$ cat config.mk
export PLATFORM = sky130hd
export DESIGN_NAME = millerClampCtrl
export DESIGN_NICKNAME = d
export VERILOG_FILES = /design/src/rtl/millerClampPkg.sv /design/src/rtl/millerSync.sv /design/src/rtl/millerCtrl.sv /design/src/rtl/millerDp.sv /design/src/rtl/millerClampCtrl.sv
export SDC_FILE = /design/constraint.sdc
export NUM_CORES = 1
export LEC_CHECK = 0
export BUFFER_PORTS_ARGS = -buffer_cell sky130_fd_sc_hd__clkbuf_2
export CORE_AREA = 8 8 45 47
export DETAILED_ROUTE_END_ITERATION = 16
export DIE_AREA = 0 0 53 55
export PLACE_DENSITY = 0.3
export SLEW_MARGIN = 20
export SYNTH_ARGS = -nofsm -noshare
export SYNTH_HDL_FRONTEND = slang
export SYNTH_SLANG_ARGS = --single-unit
$ cat constraint.sdc
create_clock -name clk -period 1.7 [get_ports clk]
set_input_delay 0.425 -clock clk [delete_from_list [all_inputs] [get_ports clk]]
set_output_delay 0.425 -clock clk [all_outputs]
set_load 0.03 [all_outputs]
$ cat src/rtl/millerClampPkg.sv
package millerClampPkg;

  typedef enum logic [1:0] {
    CL_IDLE    = 2'd0,
    CL_ARMED   = 2'd1,
    CL_LATCHED = 2'd2
  } clampState_e;

  typedef struct packed {
    logic setClamp;
    logic clearClamp;
  } clampStrobe_t;

endpackage

$ cat src/rtl/millerSync.sv
module millerSync #(
  parameter int STAGES = 2
) (
  input  logic clk,
  input  logic rstN,
  input  logic asyncIn,
  output logic syncOut
);

  logic [STAGES-1:0] syncQ;

  generate
    if (STAGES == 1) begin : gSingle
      always_ff @(posedge clk or negedge rstN) begin
        if (!rstN) syncQ <= '0;
        else       syncQ <= asyncIn;
      end
    end else begin : gChain
      always_ff @(posedge clk or negedge rstN) begin
        if (!rstN) syncQ <= '0;
        else       syncQ <= {syncQ[STAGES-2:0], asyncIn};
      end
    end
  endgenerate

  assign syncOut = syncQ[STAGES-1];

endmodule

$ cat src/rtl/millerCtrl.sv
module millerCtrl
  import millerClampPkg::*;
(
  input  logic         clk,
  input  logic         rstN,
  input  logic         cmdIn,
  input  logic         belowSync,
  output clampStrobe_t strobe
);

  clampState_e state, stateNext;

  always_comb begin
    stateNext = state;
    if (cmdIn) begin
      stateNext = CL_IDLE;
    end else begin
      unique case (state)
        CL_IDLE:    stateNext = CL_ARMED;
        CL_ARMED:   if (belowSync) stateNext = CL_LATCHED;
        CL_LATCHED: stateNext = CL_LATCHED;
        default:    stateNext = CL_IDLE;
      endcase
    end
  end

  always_ff @(posedge clk or negedge rstN) begin
    if (!rstN) state <= CL_IDLE;
    else       state <= stateNext;
  end

  always_comb begin
    strobe.setClamp   = (state == CL_ARMED) && !cmdIn && belowSync;
    strobe.clearClamp = cmdIn;
  end

  AST_ARM_ON_FALL: assert property (@(posedge clk) disable iff (!rstN)
    (state == CL_IDLE && !cmdIn) |=> (state == CL_ARMED));

  AST_HOLD_LATCH: assert property (@(posedge clk) disable iff (!rstN)
    (state == CL_LATCHED && !cmdIn) |=> (state == CL_LATCHED));

  AST_RELEASE_IDLE: assert property (@(posedge clk) disable iff (!rstN)
    cmdIn |=> (state == CL_IDLE));

  AST_ARMED_WAITS: assert property (@(posedge clk) disable iff (!rstN)
    (state == CL_ARMED && !cmdIn && !belowSync) |=> (state == CL_ARMED));

endmodule

$ cat src/rtl/millerDp.sv
module millerDp
  import millerClampPkg::*;
(
  input  logic         clk,
  input  logic         rstN,
  input  logic         cmdIn,
  input  clampStrobe_t strobe,
  output logic         clampOut
);

  logic clampQ;

  always_ff @(posedge clk or negedge rstN) begin
    if (!rstN)                 clampQ <= 1'b0;
    else if (strobe.clearClamp) clampQ <= 1'b0;
    else if (strobe.setClamp)   clampQ <= 1'b1;
  end

  assign clampOut = clampQ && !cmdIn;

  AST_NO_SET_AND_CLEAR: assert property (@(posedge clk) disable iff (!rstN)
    !(strobe.setClamp && strobe.clearClamp));

  AST_CLAMP_STICKY: assert property (@(posedge clk) disable iff (!rstN)
    (clampQ && !cmdIn) |=> clampQ);

  AST_CLAMP_NEEDS_SET: assert property (@(posedge clk) disable iff (!rstN)
    $rose(clampQ) |-> $past(strobe.setClamp));

  AST_CLEAR_AFTER_RISE: assert property (@(posedge clk) disable iff (!rstN)
    cmdIn |=> !clampQ);

endmodule

$ cat src/rtl/millerClampCtrl.sv
module millerClampCtrl
  import millerClampPkg::*;
#(
  parameter int SYNC_STAGES = 2
) (
  input  logic clk,
  input  logic rstN,
  input  logic gateCmd,
  input  logic gateBelowRef,
  output logic clampOn
);

  logic         belowSync;
  clampStrobe_t strobe;

  millerSync #(.STAGES(SYNC_STAGES)) sync_i (
    .clk     (clk),
    .rstN    (rstN),
    .asyncIn (gateBelowRef),
    .syncOut (belowSync)
  );

  millerCtrl ctrl_i (
    .clk       (clk),
    .rstN      (rstN),
    .cmdIn     (gateCmd),
    .belowSync (belowSync),
    .strobe    (strobe)
  );

  millerDp dp_i (
    .clk      (clk),
    .rstN     (rstN),
    .cmdIn    (gateCmd),
    .strobe   (strobe),
    .clampOut (clampOn)
  );

  AST_OFF_IN_RESET: assert property (@(posedge clk) !rstN |-> !clampOn);

endmodule

==> metrics.md, run 1 <==
| Metric | Value |
|---|---|
| Yosys warnings | 0 |
| Maximum buffer depth of the clock tree | 2 |
| Fin worst setup slack | between 0.3 and 0.4 ns |
| Via-per-instance ratio | about 3.6 |
| PwrDens | approximately 1400 nW/um2 |
| Slew Limit Fails | 0 |
| Count of flip-flops with a built-in enable after synthesis | 0 |
| Routed Antenna Nets | 0 |
| Drt pass-1 iters | 2 |
| DRC viols | 0 |
| Wire length per cell | just under 9 um |
| Yosys cell types | 10 |
| CTS tree | built |
| Drt first-iter violations | 2 |
| Buffers on Ports | 4 |
| Maximum fanout along the worst path | 2 |
| TritonCTS buffer count | 3 |
| Crit path launch | dp_i.clampQ |
| Largest net degree at the start of global routing | 7 |
| Max-Slew Margin vs Limit | 0.884 |
| Status | finished, final reports clean |
| Wire length on met3 | about 38 um |
| Die ar. | 2920 um2 |
| Most frequent cell after synthesis | dfrtp_1 |
| R2R Path End | ctrl_i.state[0] |
| Layout cell share with drive strength beyond 1 | 0.286 |
| # diodes | 0 |
| Post-Syn Area | approximately 230 um2 |
| Area leader, netlist | dfrtp_1 |
| Req. time, crit path | around 1.3 ns |
| Hold crit path type | in2reg |
| Startpoint Class | flip-flop |
| Post-CTS Setup Bufs | 0 |
| Routed wl met2 | between 150 and 200 um |
| Largest cells by area after synthesis | dfrtp_1, ha_1, nand4bb_1 |
| Max Used Layer | met3 |
| R2R cell count | 4 |
| Ports | 5 |
| Root Driver | clkbuf_4 |
| Max-Cap Viols | 0 |
| Data arrival, critical path | approximately 0.90 ns |
| Syn Area/Cell | ~12 um2 |
| # rows | 14 |
| CP Capture Type | primary output |
| Clock sinks | 5 |
| Max frequency | approximately 0.75 GHz |
| VDD IR max | ~370 uV |
| RePlAce Congestion | around 0.66 |
| Synth top area share | 0.541 |
| Finished Layout Cells | 44 |
| # setup viols final | 0 |
| Area growth from synthesis to layout | 33.0% |
| Register area share after synthesis | 0.541 |
| Number of antenna violations at the first check in global routing | 0 |
| Predominant post-synthesis flop cell | dfrtp_1 |
| RSZ-0062 raised after global routing | no |
| GRT Total Usage | 0.0345 |
| Post-route cell area | around 310 um2 |
| Syn_nets | 25 |
| Die Y | 55 um |
| Worst skew pair latency | between 0.2 and 0.25 ns |
| DRT Wirelength | 387 um |
| Via count | approximately 160 |
| Period minus WS final | between 1 and 1.5 ns |
| Reg clk slew, reported paths | roughly 0.040 ns |
| WL met1 | 172 um |
| Starting density of the core | 0.167 |
| Final net count | 35 |
| Placed Cells incl. Taps | 39 |
| Hold Fails Final Rpt | 0 |
| Worst slack, placed | 0.400 ns |
| Final setup TNS | 0 ns |
| Global-route wire length before repair | about 660 um |
| Worst Max-Slew Pin Slew | 0.174 ns |
| Synthesized flop and latch total | 5 |
| Async set-or-reset flop fraction in the synthesized netlist | 1.00 |
| Fillers | roughly 150 |
| Leak Pwr | about 0.14 nW |
| Vias in the first global route | 182 |
| Layout Skew | 0.00219 ns |
| Tcrit/Tclk final | 0.780 |
| CP Class | reg2out |
| GR Overflow Total | 0 |
| H-tree Lvls | 1 |
| Die width | about 53 um |
| R2R Path Start | ctrl_i.state[1] |
| Gate Count Post-Synth | 19 |
| Setup crit end | clampOn |
| R2R setup slack | just under 0.7 ns |
| Worst hold slack | around 0.30 ns |
| Placed standard-cell area | roughly 270 um2 |
| Core area | 1380 um2 |
[how the worst min path moves through the flow]
stage,start,end,cells after the start
CTS,gateBelowRef,sync_i.syncQ[0],1
finish,gateBelowRef,sync_i.syncQ[0],1
floorplan,rstN,ctrl_i.state[0],0
global route,gateBelowRef,sync_i.syncQ[0],1
global placement,rstN,sync_i.syncQ[0],1
detailed placement,rstN,sync_i.syncQ[0],1
[sequential cells by signal, indices dropped and copies added, names as in the netlist]
signal and flops:
ctrl_i.state 2, dp_i.clampQ 1, sync_i.syncQ 2
[report_power, final]
| group | leakage, nW | internal (mW) | switching, mW |
|---|---|---|---|
| Combinational | 0.0620 | 0.0596 | 0.0629 |
| Sequential | 0.0629 | 0.149 | 0.0194 |
| Clock | 0.0150 | 0.0883 | 0.0417 |
[critical path, stage by stage, from the launching register on]
cell      delay, ns
dfrtp_1        0.33
nor2b_1        0.13
clkbuf_2       0.21
[cells in the final DEF (no fill, tap or decap)]
cell type	netlist	routed
a21oi_1	1	1
o21ai_1	2	2
clkbuf_4	0	3
ha_1	2	2
dlygate4sd3_1	0	1
clkbuf_1	0	1
nor2_1	1	1
clkbuf_2	0	4
dfrtp_1	5	5
inv_1	2	2
nand2b_1	2	2
nand4bb_1	2	2
nor2b_1	1	1
nor2b_4	1	1
[layout make-up]
class	count	area, um2	area share
Clock buffer	4	26.3	0.0854
Tap cell	16	20.0	0.0650
Sequential cell	5	125	0.407
Multi-Input combinational cell	12	98.8	0.321
Inverter	2	7.51	0.0244
Timing Repair Buffer	5	30.0	0.0976
[routing by layer]
layer,global-route usage,vias up
met5,0,-
met4,0.0517,0
met3,0.0214,0
met2,0.0449,4
met1,0.0306,73
li1,-,80
[stage by stage]
stage | power (mW) | utilization
finish | 0.421 | 0.222
global route | 0.462 | 0.222
CTS | 0.434 | 0.222
detailed placement | 0.297 | 0.196
global placement | 0.288 | 0.196
floorplan | 0.261 | -
[cell families after synthesis]
| group | count (synthesis) | share of synthesized area |
|---|---|---|
| AOI/OAI and AO/OA | 3 | 0.0648 |
| adders and majority gates | 2 | 0.108 |
| DFF | 5 | 0.541 |
| buffers and inverters | 2 | 0.0324 |
| and+or+nand+nor | 7 | 0.254 |
[timing repair]
action,CTS,global route
hold buffers,1,0
gates resized for setup,0,0
endpoints found under the hold margin,5,0
(Power assumes the default switching activity.)
==> inputs of run 2 (changes only) <==
--- a/config.mk
+++ b/config.mk
@@ -9,7 +9,7 @@
 export CORE_AREA = 8 8 45 47
 export DETAILED_ROUTE_END_ITERATION = 16
 export DIE_AREA = 0 0 53 55
-export PLACE_DENSITY = 0.3
+export PLACE_DENSITY = 0.31
 export SLEW_MARGIN = 20
 export SYNTH_ARGS = -nofsm -noshare
 export SYNTH_HDL_FRONTEND = slang
==> constraint.sdc (replaced) <==
create_clock -name clk -period 1.1 [get_ports clk]
set_input_delay 0.275 -clock clk [delete_from_list [all_inputs] [get_ports clk]]
set_output_delay 0.275 -clock clk [all_outputs]
set_load 0.03 [all_outputs]
==> metrics.md, run 2 (synthesis results as in run 1) <==
| Metric | Value |
|---|---|
| # setup viols final | 1 (+1) |
| VDD IR max | 385 uV (+4.1%) |
| Placed standard-cell area | 279 um2 (+2.8%) |
| H-tree Lvls | 1 (unchanged) |
| R2R cell count | 4 (unchanged) |
| # diodes | 0 (unchanged) |
| Via-per-instance ratio | 3.63 (+1.7%) |
| Area growth from synthesis to layout | 40.5% |
| Layout Skew | 0.000272 ns (-0.00192 ns) |
| Sequential Power Share | 0.390 (-0.011) |
| Reg clk slew, reported paths | 0.04 ns (about the same) |
| Routed Antenna Nets | 0 (unchanged) |
| Drt pass-1 iters | 4 (+2) |
| Fin worst setup slack | -0.0598 ns (-0.433 ns) |
| Tcrit/Tclk final | 1.05 |
| CTS tree | built |
| Period minus WS final | 1.16 ns |
| Finished Layout Cells | 46 (+4.5%) |
| CP Class | reg2out |
| Die Y | 55 um (unchanged) |
| Ports | 5 (unchanged) |
| Clock network power share | 0.310 (about the same) |
| Hold crit path type | in2reg |
| Startpoint Class | flip-flop |
| Status | finished with violations |
| GR Overflow Total | 0 (unchanged) |
| Final net count | 37 (+5.7%) |
| Starting density of the core | 0.167 (unchanged) |
| Die width | 53 um (unchanged) |
| Hold Fails Final Rpt | 0 (unchanged) |
| GRT Total Usage | 0.0389 (+0.00438) |
| Gate power share | 0.300 (+0.009) |
| Maximum fanout along the worst path | 2 (unchanged) |
| Commonest non-fill, non-tap cell in the layout | dfrtp_1 |
| Sw Share | 0.294 (-0.000601) |
| Slew Limit Fails | 0 (unchanged) |
| Crit path buffers/inverters | 1 (unchanged) |
| RePlAce Congestion | 0.690 (+4.9%) |
| Worst hold slack | 0.143 ns (-0.153 ns) |
| Worst Max-Slew Pin Slew | 0.170 ns (-0.00459 ns) |
| Int Power | 0.472 mW (+59%) |
| Most frequent cells in the layout | dfrtp_1, clkbuf_4, clkbuf_2, buf_4 |
| TritonCTS buffer count | 3 (unchanged) |
| Via count | 167 (+6.4%) |
| Post-route cell area | 325 um2 (+5.7%) |
| Layout cell share with drive strength beyond 1 | 0.333 (+0.0476) |
| Critical path, cell by cell | nor2b_1, buf_4 |
| Max frequency | between 0.8 and 0.9 GHz |
| Critical path's slowest cell | dfrtp_1 |
| Maximum buffer depth of the clock tree | 2 (unchanged) |
| Root Driver | clkbuf_4 |
| CP delay by family, top | flip-flops |
| # rows | 14 (unchanged) |
| Critical Path Stages | 2 (unchanged) |
| Drt first-iter violations | 1 (-1) |
| Placed Cells incl. Taps | 40 (+2.6%) |
| Sw Pwr | 0.196 mW (+58%) |
| Buffers on Ports | 4 (unchanged) |
| Clock sinks | 5 (unchanged) |
| Leak Pwr | 0.151 nW (+7.8%) |
| Largest stage delay on the critical path | 0.36 ns (+0.03 ns) |
| DRT Wirelength | 402 um (+3.9%) |
| Vias in the first global route | 189 (+3.8%) |
| Wire length per cell | 8.74 um (-0.64%) |
| Final core utilization | 0.235 (+0.0127) |
| Power consumption | 0.668 mW (+58%) |
| Worst Hold Depth | 1 (unchanged) |
| Max-Cap Viols | 0 (unchanged) |
| Global-route wire length before repair | 765 um (+16%) |
| DRC viols | 0 (unchanged) |
| Max-Slew Margin vs Limit | 0.887 (+0.00256) |
| Data arrival, critical path | 0.88 ns (-0.02 ns) |
| Req. time, crit path | 0.82 ns (-0.45 ns) |
| Top Registers | ctrl_i.state (2), sync_i.syncQ (2), dp_i.clampQ (1) |
| RSZ-0062 raised after global routing | yes |
| Die ar. | 2920 um2 (unchanged) |
| Final setup TNS | -0.0598 ns (-0.0598 ns) |
| PwrDens | 2050 nW/um2 (+50%) |
| Worst slack, placed | 0.0767 ns (-0.324 ns) |
| Core area | 1380 um2 (unchanged) |
| Largest net degree at the start of global routing | 6 (-1) |
| Violated checks | negative setup slack |
| CP Capture Type | primary output |
| Worst skew pair latency | 0.24 ns (about the same) |
| Number of antenna violations at the first check in global routing | 0 (unchanged) |
==> run 2: routing by layer <==
layer | global-route usage | wire length [um] | vias to the layer above
li1 | - | - | 85
met1 | 0.0383 | 177 | 78
met2 | 0.0527 | 193 | 4
met4 | 0.0517 | 0 | 0
met5 | 0 | 0 | -
met3 | 0.0187 | 31 | 0
==> run 2: final cells by class <==
type | count | area [um2]
well taps | 16 | 20.0
multi-input cells | 12 | 98.8
clock buffers | 4 | 26.3
fillers | 156 | 1060
flip-flops and latches | 5 | 125
inverters | 2 | 7.51
repair buffers | 7 | 47.5
==> run 2: timing repair <==
action | 4_1_cts | 5_1_grt
gates resized for setup | 1 | 1
pin swaps | 0 | 0
hold endpoints to repair | 5 | 0
hold buffers | 1 | 0
buffers inserted | 0 | 1
setup endpoints to repair | 1 | 1
==> run 2: power by group through the flow <==
stage                     Sequential [mW]  Clock [mW]  Combinational (mW)
after CTS                           0.261       0.221               0.195
after global placement              0.264           0               0.191
after floorplan                     0.255           0               0.148
final                               0.260       0.207               0.201
after detailed placement            0.264           0               0.190
after global routing                0.266       0.241               0.237
==> run 2: worst paths after layout <==
kind                                      start  slack (ns)         endpoint
max in group asynchronous                  rstN        0.59  ctrl_i.state[1]
worst min register to register  sync_i.syncQ[0]        0.35  sync_i.syncQ[1]
worst min-delay path               gateBelowRef        0.14  sync_i.syncQ[0]
worst max register to register  ctrl_i.state[1]        0.08  ctrl_i.state[0]
worst max-delay path                dp_i.clampQ       -0.06          clampOn
min in group asynchronous                  rstN        0.38      dp_i.clampQ
==> run 2: worst register-to-register path: cells and delay by family, from the launching register on <==
family,cells,cell delay (ns)
and+or+nand+nor,1,0.16
DFF,1,0.37
AOI/OAI and AO/OA,1,0.08
buffers and inverters,1,0.08
adders and majority gates,1,0.21
==> inputs of run 3 (changes only) <==
--- a/config.mk
+++ b/config.mk
@@ -5,7 +5,7 @@
 export SDC_FILE = /design/constraint.sdc
 export NUM_CORES = 1
 export LEC_CHECK = 0
-export BUFFER_PORTS_ARGS = -buffer_cell sky130_fd_sc_hd__clkbuf_2
+export BUFFER_PORTS_ARGS = -buffer_cell sky130_fd_sc_hd__buf_4
 export CORE_AREA = 8 8 45 47
 export DETAILED_ROUTE_END_ITERATION = 16
 export DIE_AREA = 0 0 53 55
==> metrics.md, run 3 (synthesis results as in run 1) <==
| Metric | Value |
|---|---|
| Status | finished with violations |
| Violated checks | negative setup slack |
| Buffers on Ports | 4 (unchanged) |
| Post-DP HPWL | approximately 320 um |
| Worst Hold Launch | gateBelowRef |
| Number of gates resized after CTS | 0 (-1) |
| R2R Path End | ctrl_i.state[0] |
| R2R setup slack | 0.09 ns (about the same) |
| Die Y | 55 um (unchanged) |
| TritonCTS buffer count | 3 (unchanged) |
| Die width | 53 um (unchanged) |
| Leak Pwr | 0.143 nW (-5.4%) |
| R2R Path Start | ctrl_i.state[1] |
| CP Capture Type | primary output |
| Hold Fails Final Rpt | 0 (unchanged) |
| R2R cell count | 4 (unchanged) |
| Worst hold slack | 0.150 ns (+0.00655 ns) |
| VDD IR max | 768 uV (+99%) |
| Global-route wire length before repair | 655 um (-14%) |
| Max-Slew Margin vs Limit | 0.876 (-0.0109) |
| Ports | 5 (unchanged) |
| Met3 usage | 0.0374 (+0.0187) |
| Commonest non-fill, non-tap cell in the layout | dfrtp_1 |
| # diodes | 0 (unchanged) |
| Via-per-instance ratio | 3.59 (-1.1%) |
| Slew Limit Fails | 0 (unchanged) |
| Drt first-iter violations | 2 (+1) |
| PwrDens | 2070 nW/um2 (+0.81%) |
| H-tree Lvls | 1 (unchanged) |
| Worst Hold Depth | 1 (unchanged) |
| Worst skew pair latency | 0.23 ns (about the same) |
| CTS tree | built |
| Routing usage on met1 | 0.0337 (-0.00454) |
| Period minus WS final | 1.16 ns (-0.000972 ns) |
| Clock sinks | 5 (unchanged) |
| Area growth from synthesis to layout | 37.3% |
| Die ar. | 2920 um2 (unchanged) |
| # setup viols final | 1 (unchanged) |
| Wire length per cell | 8.75 um (+0.12%) |
| CP Class | reg2out |
| Via count | 158 (-5.4%) |
| Top Registers | ctrl_i.state (2), sync_i.syncQ (2), dp_i.clampQ (1) |
| Post-CTS Setup Bufs | 0 (unchanged) |
| Routed Antenna Nets | 0 (unchanged) |
| Vias in the first global route | 165 (-13%) |
| Reg clk slew, reported paths | 0.04 ns (about the same) |
| RePlAce Congestion | 0.662 (-4.2%) |
| Post-route cell area | 318 um2 (-2.3%) |
| Tcrit/Tclk final | 1.05 (about the same) |
| Maximum buffer depth of the clock tree | 2 (unchanged) |
| Max frequency | 0.863 GHz (about the same) |
| Core area | 1380 um2 (unchanged) |
| Fin worst setup slack | -0.0588 ns (+0.000972 ns) |
| Placed standard-cell area | 282 um2 (+0.90%) |
| Hold crit path type | in2reg |
| # rows | 14 (unchanged) |
| Starting density of the core | 0.167 (unchanged) |
| GR Overflow Total | 0 (unchanged) |
| GRT busiest layer | met3 |
| Largest net degree at the start of global routing | 7 (+1) |
| Number of antenna violations at the first check in global routing | 0 (unchanged) |
| Most frequent cells in the layout | dfrtp_1, buf_4, clkbuf_4 |
| Maximum fanout along the worst path | 2 (unchanged) |
| Startpoint Class | flip-flop |
| Layout Skew | 0.00328 ns (+0.00300 ns) |
| DRC viols | 0 (unchanged) |
| GR Util met2 | 0.0371 (-0.0156) |
| Data arrival, critical path | 0.88 ns (about the same) |
| Hold Path End | sync_i.syncQ[0] |
| Max-Cap Viols | 0 (unchanged) |
| Final net count | 35 (-5.4%) |
| Final setup TNS | -0.0588 ns (+0.000972 ns) |
| Worst Max-Slew Pin Slew | 0.186 ns (+0.0163 ns) |
| RSZ-0062 raised after global routing | yes |
| Req. time, crit path | 0.82 ns (about the same) |
| Layout cell share with drive strength beyond 1 | 0.286 (-0.0476) |
| Root Driver | clkbuf_4 |
| GRT Total Usage | 0.0334 (-0.00546) |
| Drt pass-1 iters | 2 (-2) |
| DRT Wirelength | 385 um (-4.2%) |
run 3: cell count changes in the layout (fill, tap and decap cells not counted):
cell,delta
clkbuf_2,-3
buf_4,+1
run 3: worst max-delay path: stages (launching register included):
cell	delay, ns
dfrtp_1	0.36
nor2b_1	0.13
buf_4	0.16
run 3: metal layers:
| layer | wire length [um] | part of all wire |
|---|---|---|
| met1 | 180 | 0.47 |
| met2 | 161 | 0.42 |
| met5 | 0 | 0 |
| met3 | 43 | 0.11 |
| met4 | 0 | 0 |
run 3: power by group:
group	switching (mW)	leakage, nW	internal (mW)
Combinational	0.0989	0.0648	0.0971
Sequential	0.0297	0.0629	0.231
Clock	0.0645	0.0150	0.136
run 3: cell type report:
class,count,area [um2]
Fill cell,157,1070
Tap cell,16,20.0
Timing Repair Buffer,5,40.0
Sequential cell,5,125
Multi-Input combinational cell,12,98.8
Clock buffer,4,26.3
Inverter,2,7.51
run 3: repair_timing:
action / 4_1_cts / 5_1_grt
cloned: 0 / 0
hold endpoints to repair: 5 / 0
endpoints found under the setup margin: 1 / 1
hold buffers: 1 / 0
run 3: worst max path at each step:
stage / start / to / slack [ns]
3_3_place_gp: ctrl_i.state[1] / ctrl_i.state[0] / 0.08
2_1_floorplan: dp_i.clampQ / clampOn / 0.05
3_5_place_dp: ctrl_i.state[1] / ctrl_i.state[1] / 0.08
5_1_grt: dp_i.clampQ / clampOn / -0.09
6_report: dp_i.clampQ / clampOn / -0.06
4_1_cts: dp_i.clampQ / clampOn / -0.07
run 3: metrics by stage:
step	setup WS [ns]	util	power, mW	cells
floorplan	0.0457	-	0.403	19
global placement	0.0778	0.203	0.456	39
detailed placement	0.0838	0.203	0.461	39
CTS	-0.0738	0.230	0.676	44
global route	-0.0932	0.230	0.720	44
finish	-0.0588	0.230	0.658	44
